File: config.mk
export PLATFORM = sky130hd
export DESIGN_NAME = i2c10_slave
export DESIGN_NICKNAME = d
export VERILOG_FILES = /design/src/rtl/i2c10_pkg.sv /design/src/rtl/i2c10_line_sync.sv /design/src/rtl/i2c10_addr_match.sv /design/src/rtl/i2c10_slave.sv
export SDC_FILE = /design/constraint.sdc
export NUM_CORES = 1
export LEC_CHECK = 0
export BUFFER_PORTS_ARGS = -buffer_cell sky130_fd_sc_hd__buf_2
export CAP_MARGIN = 20
export CORE_MARGIN = 1
export CORE_UTILIZATION = 56
export CTS_CLUSTER_SIZE = 28
export DETAILED_ROUTE_END_ITERATION = 8
export PLACE_DENSITY = 0.8
export SKIP_LAST_GASP = 1
export SLEW_MARGIN = 0
export SYNTH_ARGS = -nofsm -noshare
export SYNTH_HDL_FRONTEND = slang
export SYNTH_SLANG_ARGS = --single-unit
File: constraint.sdc
create_clock -name clk -period 2 [get_ports clk]
set_input_delay 0.4 -clock clk [delete_from_list [all_inputs] [get_ports clk]]
set_output_delay 0.4 -clock clk [all_outputs]
set_load 0.005 [all_outputs]
File: src/rtl/i2c10_pkg.sv
package i2c10_pkg;

    localparam int BYTE_W = 8;
    localparam int ADDR_W = 10;
    localparam logic [4:0] HDR_TAG = 5'b11110;

    typedef enum logic [2:0] {
        MD_IDLE,
        MD_HDR1,
        MD_HDR2,
        MD_WDATA,
        MD_TX,
        MD_SKIP
    } mode_e;

    typedef struct packed {
        logic start_seen;
        logic stop_seen;
        logic is_data;
        logic is_read;
        logic tx_full;
        logic clk_rel;
    } stat_t;

    function automatic logic [6:0] hdr_upper(input logic [ADDR_W-1:0] a);
        return {HDR_TAG, a[ADDR_W-1:ADDR_W-2]};
    endfunction

endpackage

File: src/rtl/i2c10_line_sync.sv
module i2c10_line_sync #(
    parameter int STAGES = 2
) (
    input  logic clk,
    input  logic rst,
    input  logic scl_i,
    input  logic sda_i,
    output logic scl_s,
    output logic sda_s,
    output logic scl_rise,
    output logic scl_fall_d,
    output logic start_det,
    output logic stop_det
);
    logic [STAGES-1:0] scl_pipe;
    logic [STAGES-1:0] sda_pipe;
    logic scl_prev, sda_prev, fall_now;

    always_ff @(posedge clk) begin
        if (rst) begin
            scl_pipe   <= '1;
            sda_pipe   <= '1;
            scl_prev   <= 1'b1;
            sda_prev   <= 1'b1;
            scl_fall_d <= 1'b0;
        end else begin
            scl_pipe   <= {scl_pipe[STAGES-2:0], scl_i};
            sda_pipe   <= {sda_pipe[STAGES-2:0], sda_i};
            scl_prev   <= scl_s;
            sda_prev   <= sda_s;
            scl_fall_d <= fall_now;
        end
    end

    assign scl_s     = scl_pipe[STAGES-1];
    assign sda_s     = sda_pipe[STAGES-1];
    assign scl_rise  = scl_s & ~scl_prev;
    assign fall_now  = ~scl_s & scl_prev;
    assign start_det = sda_prev & ~sda_s & scl_s & scl_prev;
    assign stop_det  = ~sda_prev & sda_s & scl_s & scl_prev;

endmodule

File: src/rtl/i2c10_addr_match.sv
module i2c10_addr_match
    import i2c10_pkg::*;
(
    input  logic [ADDR_W-1:0] own_addr,
    input  logic [BYTE_W-1:0] byte_in,
    output logic              hi_match,
    output logic              lo_match,
    output logic              rd_bit
);
    assign hi_match = (byte_in[BYTE_W-1:1] == hdr_upper(own_addr));
    assign lo_match = (byte_in == own_addr[BYTE_W-1:0]);
    assign rd_bit   = byte_in[0];
endmodule

File: src/rtl/i2c10_slave.sv
module i2c10_slave
    import i2c10_pkg::*;
#(
    parameter int SYNC_STAGES = 2
) (
    input  logic              clk,
    input  logic              rst,
    input  logic              scl_i,
    input  logic              sda_i,
    output logic              scl_oe,
    output logic              sda_oe,
    input  logic [ADDR_W-1:0] own_addr,
    input  logic [BYTE_W-1:0] tx_data,
    input  logic              tx_wr,
    input  logic              rel_set,
    output logic [BYTE_W-1:0] rx_data,
    output logic              start_seen,
    output logic              stop_seen,
    output logic              is_data,
    output logic              is_read,
    output logic              tx_full,
    output logic              clk_rel,
    output logic              irq
);
    localparam int CNT_W = $clog2(BYTE_W + 2);
    localparam logic [CNT_W-1:0] CNT_ACK = CNT_W'(BYTE_W);
    localparam logic [CNT_W-1:0] CNT_END = CNT_W'(BYTE_W + 1);

    logic scl_s, sda_s, scl_rise, scl_fall, start_det, stop_det;
    logic hi_match, lo_match, rd_bit;

    mode_e             mode, nxt_q, nxt_now;
    stat_t             st;
    logic [CNT_W-1:0]  cnt;
    logic [BYTE_W-1:0] shreg, tx_buf;
    logic              sda_drv, scl_hold, hold_arm, matched, ack_q, ack_now, m_ack;

    i2c10_line_sync #(.STAGES(SYNC_STAGES)) u_sync (
        .clk(clk), .rst(rst), .scl_i(scl_i), .sda_i(sda_i),
        .scl_s(scl_s), .sda_s(sda_s), .scl_rise(scl_rise),
        .scl_fall_d(scl_fall), .start_det(start_det), .stop_det(stop_det)
    );

    i2c10_addr_match u_match (
        .own_addr(own_addr), .byte_in(shreg),
        .hi_match(hi_match), .lo_match(lo_match), .rd_bit(rd_bit)
    );

    // acknowledge decision for a completed received byte
    always_comb begin
        ack_now = 1'b0;
        nxt_now = MD_SKIP;
        case (mode)
            MD_HDR1: begin
                if (hi_match && !rd_bit) begin
                    ack_now = 1'b1;
                    nxt_now = MD_HDR2;
                end else if (hi_match && rd_bit && matched) begin
                    ack_now = 1'b1;
                    nxt_now = MD_TX;
                end
            end
            MD_HDR2: begin
                if (lo_match) begin
                    ack_now = 1'b1;
                    nxt_now = MD_WDATA;
                end
            end
            MD_WDATA: begin
                ack_now = 1'b1;
                nxt_now = MD_WDATA;
            end
            default: begin
                ack_now = 1'b0;
                nxt_now = MD_SKIP;
            end
        endcase
    end

    always_ff @(posedge clk) begin
        if (rst) begin
            mode     <= MD_IDLE;
            nxt_q    <= MD_SKIP;
            st       <= '0;
            cnt      <= '0;
            shreg    <= '0;
            tx_buf   <= '0;
            rx_data  <= '0;
            sda_drv  <= 1'b0;
            scl_hold <= 1'b0;
            hold_arm <= 1'b0;
            matched  <= 1'b0;
            ack_q    <= 1'b0;
            m_ack    <= 1'b0;
            irq      <= 1'b0;
        end else begin
            irq <= 1'b0;
            if (hold_arm) begin
                scl_hold <= 1'b0;
                hold_arm <= 1'b0;
            end
            if (rel_set) st.clk_rel <= 1'b1;
            if (tx_wr) tx_buf <= tx_data;

            if (stop_det) begin
                mode         <= MD_IDLE;
                matched      <= 1'b0;
                sda_drv      <= 1'b0;
                scl_hold     <= 1'b0;
                hold_arm     <= 1'b0;
                cnt          <= '0;
                st.stop_seen <= 1'b1;
                st.start_seen <= 1'b0;
            end else if (start_det) begin
                mode          <= MD_HDR1;
                cnt           <= '0;
                sda_drv       <= 1'b0;
                st.start_seen <= 1'b1;
                st.stop_seen  <= 1'b0;
                st.is_read    <= 1'b0;
            end else if (mode == MD_TX && scl_hold && st.clk_rel && !hold_arm) begin
                // place D7 while SCL is still held, release next cycle
                sda_drv    <= ~tx_buf[BYTE_W-1];
                shreg      <= tx_buf;
                st.tx_full <= 1'b0;
                hold_arm   <= 1'b1;
                cnt        <= '0;
            end else if (mode != MD_IDLE) begin
                if (scl_rise && cnt <= CNT_ACK) begin
                    if (cnt < CNT_ACK && mode != MD_TX)
                        shreg <= {shreg[BYTE_W-2:0], sda_s};
                    if (cnt == CNT_ACK && mode == MD_TX)
                        m_ack <= ~sda_s;
                    cnt <= cnt + 1'b1;
                end
                if (scl_fall) begin
                    if (cnt == CNT_ACK) begin
                        if (mode == MD_TX) begin
                            sda_drv <= 1'b0;
                        end else begin
                            sda_drv <= ack_now;
                            ack_q   <= ack_now;
                            nxt_q   <= nxt_now;
                        end
                    end else if (cnt == CNT_END) begin
                        sda_drv <= 1'b0;
                        cnt     <= '0;
                        if (mode == MD_TX) begin
                            if (m_ack) begin
                                scl_hold   <= 1'b1;
                                st.clk_rel <= 1'b0;
                                irq        <= 1'b1;
                            end else begin
                                mode <= MD_SKIP;
                            end
                        end else begin
                            mode <= nxt_q;
                            if (ack_q) begin
                                rx_data    <= shreg;
                                st.is_data <= (mode == MD_WDATA);
                                if (mode == MD_HDR2) matched <= 1'b1;
                                if (mode == MD_HDR1 && nxt_q == MD_HDR2) matched <= 1'b0;
                                if (mode != MD_HDR1 || nxt_q == MD_TX) irq <= 1'b1;
                                if (nxt_q == MD_TX) begin
                                    scl_hold   <= 1'b1;
                                    st.clk_rel <= 1'b0;
                                    st.is_read <= 1'b1;
                                end
                            end
                        end
                    end else if (mode == MD_TX && cnt != '0) begin
                        sda_drv <= ~shreg[BYTE_W-2];
                        shreg   <= {shreg[BYTE_W-2:0], 1'b0};
                    end
                end
            end

            if (tx_wr) st.tx_full <= 1'b1;
        end
    end

    assign sda_oe     = sda_drv;
    assign scl_oe     = scl_hold;
    assign start_seen = st.start_seen;
    assign stop_seen  = st.stop_seen;
    assign is_data    = st.is_data;
    assign is_read    = st.is_read;
    assign tx_full    = st.tx_full;
    assign clk_rel    = st.clk_rel;

endmodule

## Word-level counts from Yosys, hierarchy flattened

Index checks and enable logic that the tools add are counted.

- Flip-flop bits (word level): 54
- Bits in latches: 0
- Memory bits (writable): 0
- ROM bits: 0
- Input bits: 24
- Output and inout bits: 17
- Word-level logic and storage cells: 188
- Memories: 0

- Add/sub/neg operators: 1
- Multipliers: 0
- Divide/modulo/power cells: 0
- Magnitude comparators: 2
- Eq/ne operators: 19
- Shifts and indexed selects: 0
- Muxes and demuxes: 78
- Bitwise operators: 22
- Reductions and logical operators: 41

Operator list:

| operator | number |
|---|---|
| two-way mux 8 bit | 8 |
| two-way mux 1 bit | 58 |
| AND reduction 9 bit | 3 |
| nonzero test 2 bit | 10 |
| AND reduction 6 bit | 3 |
| two-way mux 4 bit | 4 |
| NOT 1 bit | 14 |
| two-way mux 3 bit | 4 |
| != test 2 bit, second input constant | 6 |
| logical AND 1 bit | 11 |
| equality test 3 x 2 -> 1 bit, second input constant | 3 |
| case mux 3 bit (3 select lines) | 1 |
| AND reduction 3 bit | 3 |
| AND 1 bit | 8 |
| equality test 4 bit, second input constant | 2 |
| equality test 8 bit | 1 |
| nonzero test 4 bit | 2 |
| OR reduction 8 bit | 1 |
| equality test 7 bit | 1 |
| AND reduction 7 bit | 1 |
| equality test 3 bit, second input constant | 2 |
| != test 3 bit, second input constant | 2 |
| adder 4 x 1 -> 4 bit, second input constant | 1 |
| <= comparator 4 bit, second input constant | 1 |
| other kinds (11) | 13 |

## Depth between registers and ports, before layout

- Depth in word-level cells: 12
- Mapped depth: 8
- Mapped depth without buffers: 7

## Modules after synthesis

A second synthesis with hierarchy kept.

- Cell total of the unflattened synthesis: 283
- Area, all modules: 2561.2 sq um

Modules (own cells, without submodules):

| module | times used | cells each | area an instance (sq um) |
|---|---|---|---|
| i2c10_slave | 1 | 250 | 2219.6 |
| i2c10_line_sync | 1 | 17 | 211.5 |
| i2c10_addr_match | 1 | 16 | 130.1 |

## Worst setup path before layout

Ideal clock, no wire load.

- Path kind: flip-flop to flip-flop
- Start point: reg cnt[0]
- End point: reg rx_data[0]
- Setup time: 128 ps
- Arrival: 1592 ps
- Data required time: 1872 ps
- Slack: 281 ps
- Cell stages (with the launch flop): 8
- Cell sequence: dfxtp_1 inv_1 ha_1 and3b_1 and4_1 buf_2 mux2i_1 nor2_1

- Word-level cells in the longest chain between the ends: 3

RTL lines:

| item | line | source |
|---|---|---|
| start: declaration | i2c10_slave.sv:34 | `logic [CNT_W-1:0] cnt;` |
| start signal: assignment | i2c10_slave.sv:134 | `cnt <= cnt + 1'b1;` |
| equality test 4 bit | i2c10_slave.sv:137 | `if (cnt == CNT_ACK) begin` |
| NOT 1 bit (no source line) | n/a |  |
| AND reduction 9 bit (no source line) (*) | n/a |  |
| end signal: assignment | i2c10_slave.sv:159 | `rx_data <= shreg;` |
| end: declaration | i2c10_slave.sv:16 | `output logic [BYTE_W-1:0] rx_data,` |

Mark *: on every way between the ends. The rest lies on a longest branch, timed or not.
A chain may end at the register's enable or synchronous reset.

## Worst setup path after layout

- Start point: reg cnt[1]
- End point: reg shreg[2]

- Word-level cells in the longest chain between the ends: 10

RTL lines:

| item | line | source |
|---|---|---|
| < comparator 4 bit | i2c10_slave.sv:130 | `if (cnt < CNT_ACK && mode != MD_TX)` |
| logical AND 1 bit | i2c10_slave.sv:130 |  |
| two-way mux 8 bit | i2c10_slave.sv:130 |  |
| two-way mux 8 bit | i2c10_slave.sv:129 | `if (scl_rise && cnt <= CNT_ACK) begin` |
| two-way mux 8 bit | i2c10_slave.sv:171 | `end else if (mode == MD_TX && cnt != '0) begin` |
| two-way mux 8 bit | i2c10_slave.sv:145 | `end else if (cnt == CNT_END) begin` |
| two-way mux 8 bit | i2c10_slave.sv:137 |  |
| two-way mux 8 bit (*) | i2c10_slave.sv:136 | `if (scl_fall) begin` |
| two-way mux 8 bit (*) | i2c10_slave.sv:128 | `end else if (mode != MD_IDLE) begin` |
| two-way mux 8 bit (*) | i2c10_slave.sv:121 | `end else if (mode == MD_TX && scl_hold && st.clk_rel && !hold_arm) begin` |
| end signal: assignment | i2c10_slave.sv:124 | `shreg <= tx_buf;` |
| end signal: assignment | i2c10_slave.sv:131 | `shreg <= {shreg[BYTE_W-2:0], sda_s};` |
| end signal: assignment | i2c10_slave.sv:173 | `shreg <= {shreg[BYTE_W-2:0], 1'b0};` |
| end: declaration | i2c10_slave.sv:35 | `logic [BYTE_W-1:0] shreg, tx_buf;` |

Mark *: on every way between the ends. The rest lies on a longest branch, timed or not. The select of a mux whose other input is x is not followed.

==> summary.md <==
| Metric | Value |
|---|---|
| Reg2reg setup slack | `around 0.10 ns` |
| Worst Setup Path Type | `reg -> reg` |
| FF+latch area | `0.00108 mm2` |
| Final antenna-violating net count | `0` |
| Post-synth EDFFs | `0` |
| ANT cells | `0` |
| CTS root buffer | `clkbuf_8` |
| Core area | `~0.0044 mm2` |
| Final Max Tran Viols | `0` |
| Post-layout util | `0.684` |
| Share of cells above drive strength 1 | `0.270` |
| Die W | `69.4 um` |
| Mapped Area | `around 0.0025 mm2` |
| Main synth FF type | `dfxtp_1` |
| Die area | `between 0.004 and 0.005 mm2` |
| Pleak | `approximately 1.2 nW` |
| Setup Skew | `between 0.01 and 0.015 ns` |
| Synth top area share | `0.425` |
| Placer Congestion | `approximately 0.92` |
| Worst slew pin tran | `about 0.56 ns` |
| Number of fill cells in the layout | `367` |
| Maxcap violations | `0` |
| Via-to-Cell Ratio | `around 5.7` |
| Worst-Skew Late Latency | `0.31 ns` |
| GRT overflow | `0` |
| Die H | `just under 70 um` |
| First-pass GRT wire length | `~9400 um` |
| Total GRT Usage | `0.246` |
| Overall power | `1.97 mW` |
| Clk pin slew, worst setup/hold paths | `approximately 0.090 ns` |
| # DRC | `0` |
| FP Rows | `24` |
| Cts bufs inserted | `5` |
| Startpoint types | `register` |
| Initial Utilization | `0.584` |
| H-tree depth | `2` |
| Unique masters post-synth | `53` |
| CTS tree | `built` |
| Peak Freq | `between 500 and 600 MHz` |
| Syn Nets | `approximately 300` |
| Nets | `roughly 350` |
| Final Hold Fails | `0` |
| Multi-input gate area | `0.00138 mm2` |
| Post-synth top cells | `54 x dfxtp_1, 48 x nor2_1, 19 x mux2i_1, 18 x nand2_1, 12 x xnor2_1` |
| Critical Path Fanout Max | `6` |
| Largest net degree at the start of global routing | `38` |
| Peak VDD IR | `roughly 450 uV` |
| FFs w/ async S/R, synth | `0` |
| Pre-antenna DRT Iters | `4` |
| Fin Setup TNS | `0 ns` |
| Ports | `41` |
| Setup-failing EPs final | `0` |
| CTS Buffer Depth | `2` |
| Period utilization | `0.948` |
| Post-synthesis register bit count | `54` |
| Mapped Cells | `between 200 and 300` |
| Via count | `2151` |
| Slew HR | `0.621` |
| PD cells | `approximately 660 mW/mm2` |
| Top cells by area, synth | `dfxtp_1 43%, mux2i_1 7.5%, nor2_1 7.1%, xnor2_1 4.1%, nand2_1 2.7%` |
| Quantity of I/O buffers inserted on ports | `40` |
| Arrival time at the worst endpoint | `approximately 2.1 ns` |
| Routed wirelength normalized by instance count | `15.0 um` |
| Clock period minus final worst setup slack | `between 1.5 and 2 ns` |
| Hold WS | `0.270 ns` |
| Dpl hpwl | `4080 um` |
| Synth Area per Inst | `approximately 9.2 um2` |
| CTS Sinks | `54` |
| Layout overhead on the synthesized area | `17.2%` |
| Crit end category | `register` |
| Synth warn | `0` |
| Seq/Total Area, Yosys | `0.425` |
| CTS Hold Buffers Added | `0` |
| Worst EP required | `~2.2 ns` |
| Starting DRT DRC Count | `approximately 110` |
| HP Class | `in -> reg` |
| Initial antenna violation count | `0` |
| Most frequent cell after synthesis | `dfxtp_1` |
| Status | `finished, final reports clean` |
| Vias in the first global route | `between 2000 and 2500` |
| Final wirelength | `roughly 5700 um` |
| Post-synth top area cell | `dfxtp_1` |
-- stage by stage --
step | instance area [um2] | std cells | worst slack [ns]
3_3_place_gp | 2840 | 367 | 0.147
5_1_grt | 2980 | 378 | -0.0420
6_report | 2980 | 378 | 0.104
4_1_cts | 2950 | 375 | 0.0409
3_5_place_dp | 2840 | 367 | 0.0830
2_1_floorplan | 2540 | 276 | 0.281
-- per-layer routing --
metal | vias up | wire [um] | global-route usage
met5 | - | 0 | 0
met4 | 0 | 183 | 0.116
met3 | 19 | 299 | 0.0683
met2 | 58 | 2610 | 0.387
met1 | 1003 | 2560 | 0.313
li1 | 1071 | - | -
-- critical path, cell delays in order, from the launching register on --
cell and delay, ns:
dfxtp_2 0.34, inv_1 0.06, ha_1 0.21, and3b_1 0.20, nand4b_1 0.24, a31oi_4 0.27
buf_4 0.19, nor2_2 0.04, a311oi_2 0.26
-- final timing paths --
check | from | to | cells past startpoint
hold reg to reg | u_sync.sda_pipe[0]$_SDFF_PP1_ | u_sync.sda_pipe[1]$_SDFF_PP1_ | 1
setup reg to reg | cnt[1]$_SDFFE_PP0N_ | shreg[2]$_SDFFE_PP0P_ | 8
hold / removal | sda_i | u_sync.sda_pipe[0]$_SDFF_PP1_ | 2
setup / recovery | cnt[1]$_SDFFE_PP0N_ | shreg[2]$_SDFFE_PP0P_ | 8
-- timing repair --
item,CTS,global route
gates resized for setup,0,2
buffers inserted,0,3
setup endpoints to repair,0,6
-- cells in the final DEF (no fill, tap or decap), drive strengths merged, types with 2 or more instances in the layout --
master  instances
o32ai           2
or3             7
nand3           2
nor4            2
a311oi          7
a211oi          2
nor3b           5
nand4           4
inv             4
nor2b           2
dfxtp          54
clkbuf          6
o21ai           5
a211o           2
nor2           53
mux2i          19
xnor2          12
nand3b          4
a21oi          11
a41oi           2
buf            54
and3b           4
nand2b          7
ha              3
a31oi           3
nand2          18
nor3            5
or2             9
-- layout make-up --
type	count	area share
Clock inverter	2	0.0126
Tap cell	52	0.0218
Multi-Input combinational cell	206	0.462
Clock buffer	6	0.0243
Inverter	4	0.00504
Sequential cell	54	0.363
Timing Repair Buffer	54	0.111
-- registers in the layout, indices dropped and copies added (netlist names), 2 cells and up --
register         cells
rx_data              8
cnt                  4
nxt_q                3
u_sync.sda_pipe      2
tx_buf               8
u_sync.scl_pipe      2
shreg                8
mode                 3
-- cells by family after synthesis --
family	Yosys count	share of synthesized area
mux	19	0.0748
fa+ha+maj	3	0.0148
xor+xnor	13	0.0448
buf+inv	16	0.0349
compound gates	43	0.136
flops	54	0.425
simple gates	128	0.269
-- report_power, final --
part           switching [mW]  total [mW]  internal [mW]
clock                   0.353       0.727          0.374
sequential             0.0160        1.11           1.10
combinational          0.0684       0.133         0.0641
total                   0.438        1.97           1.53
Note: power is estimated with default switching activity, not from simulation.
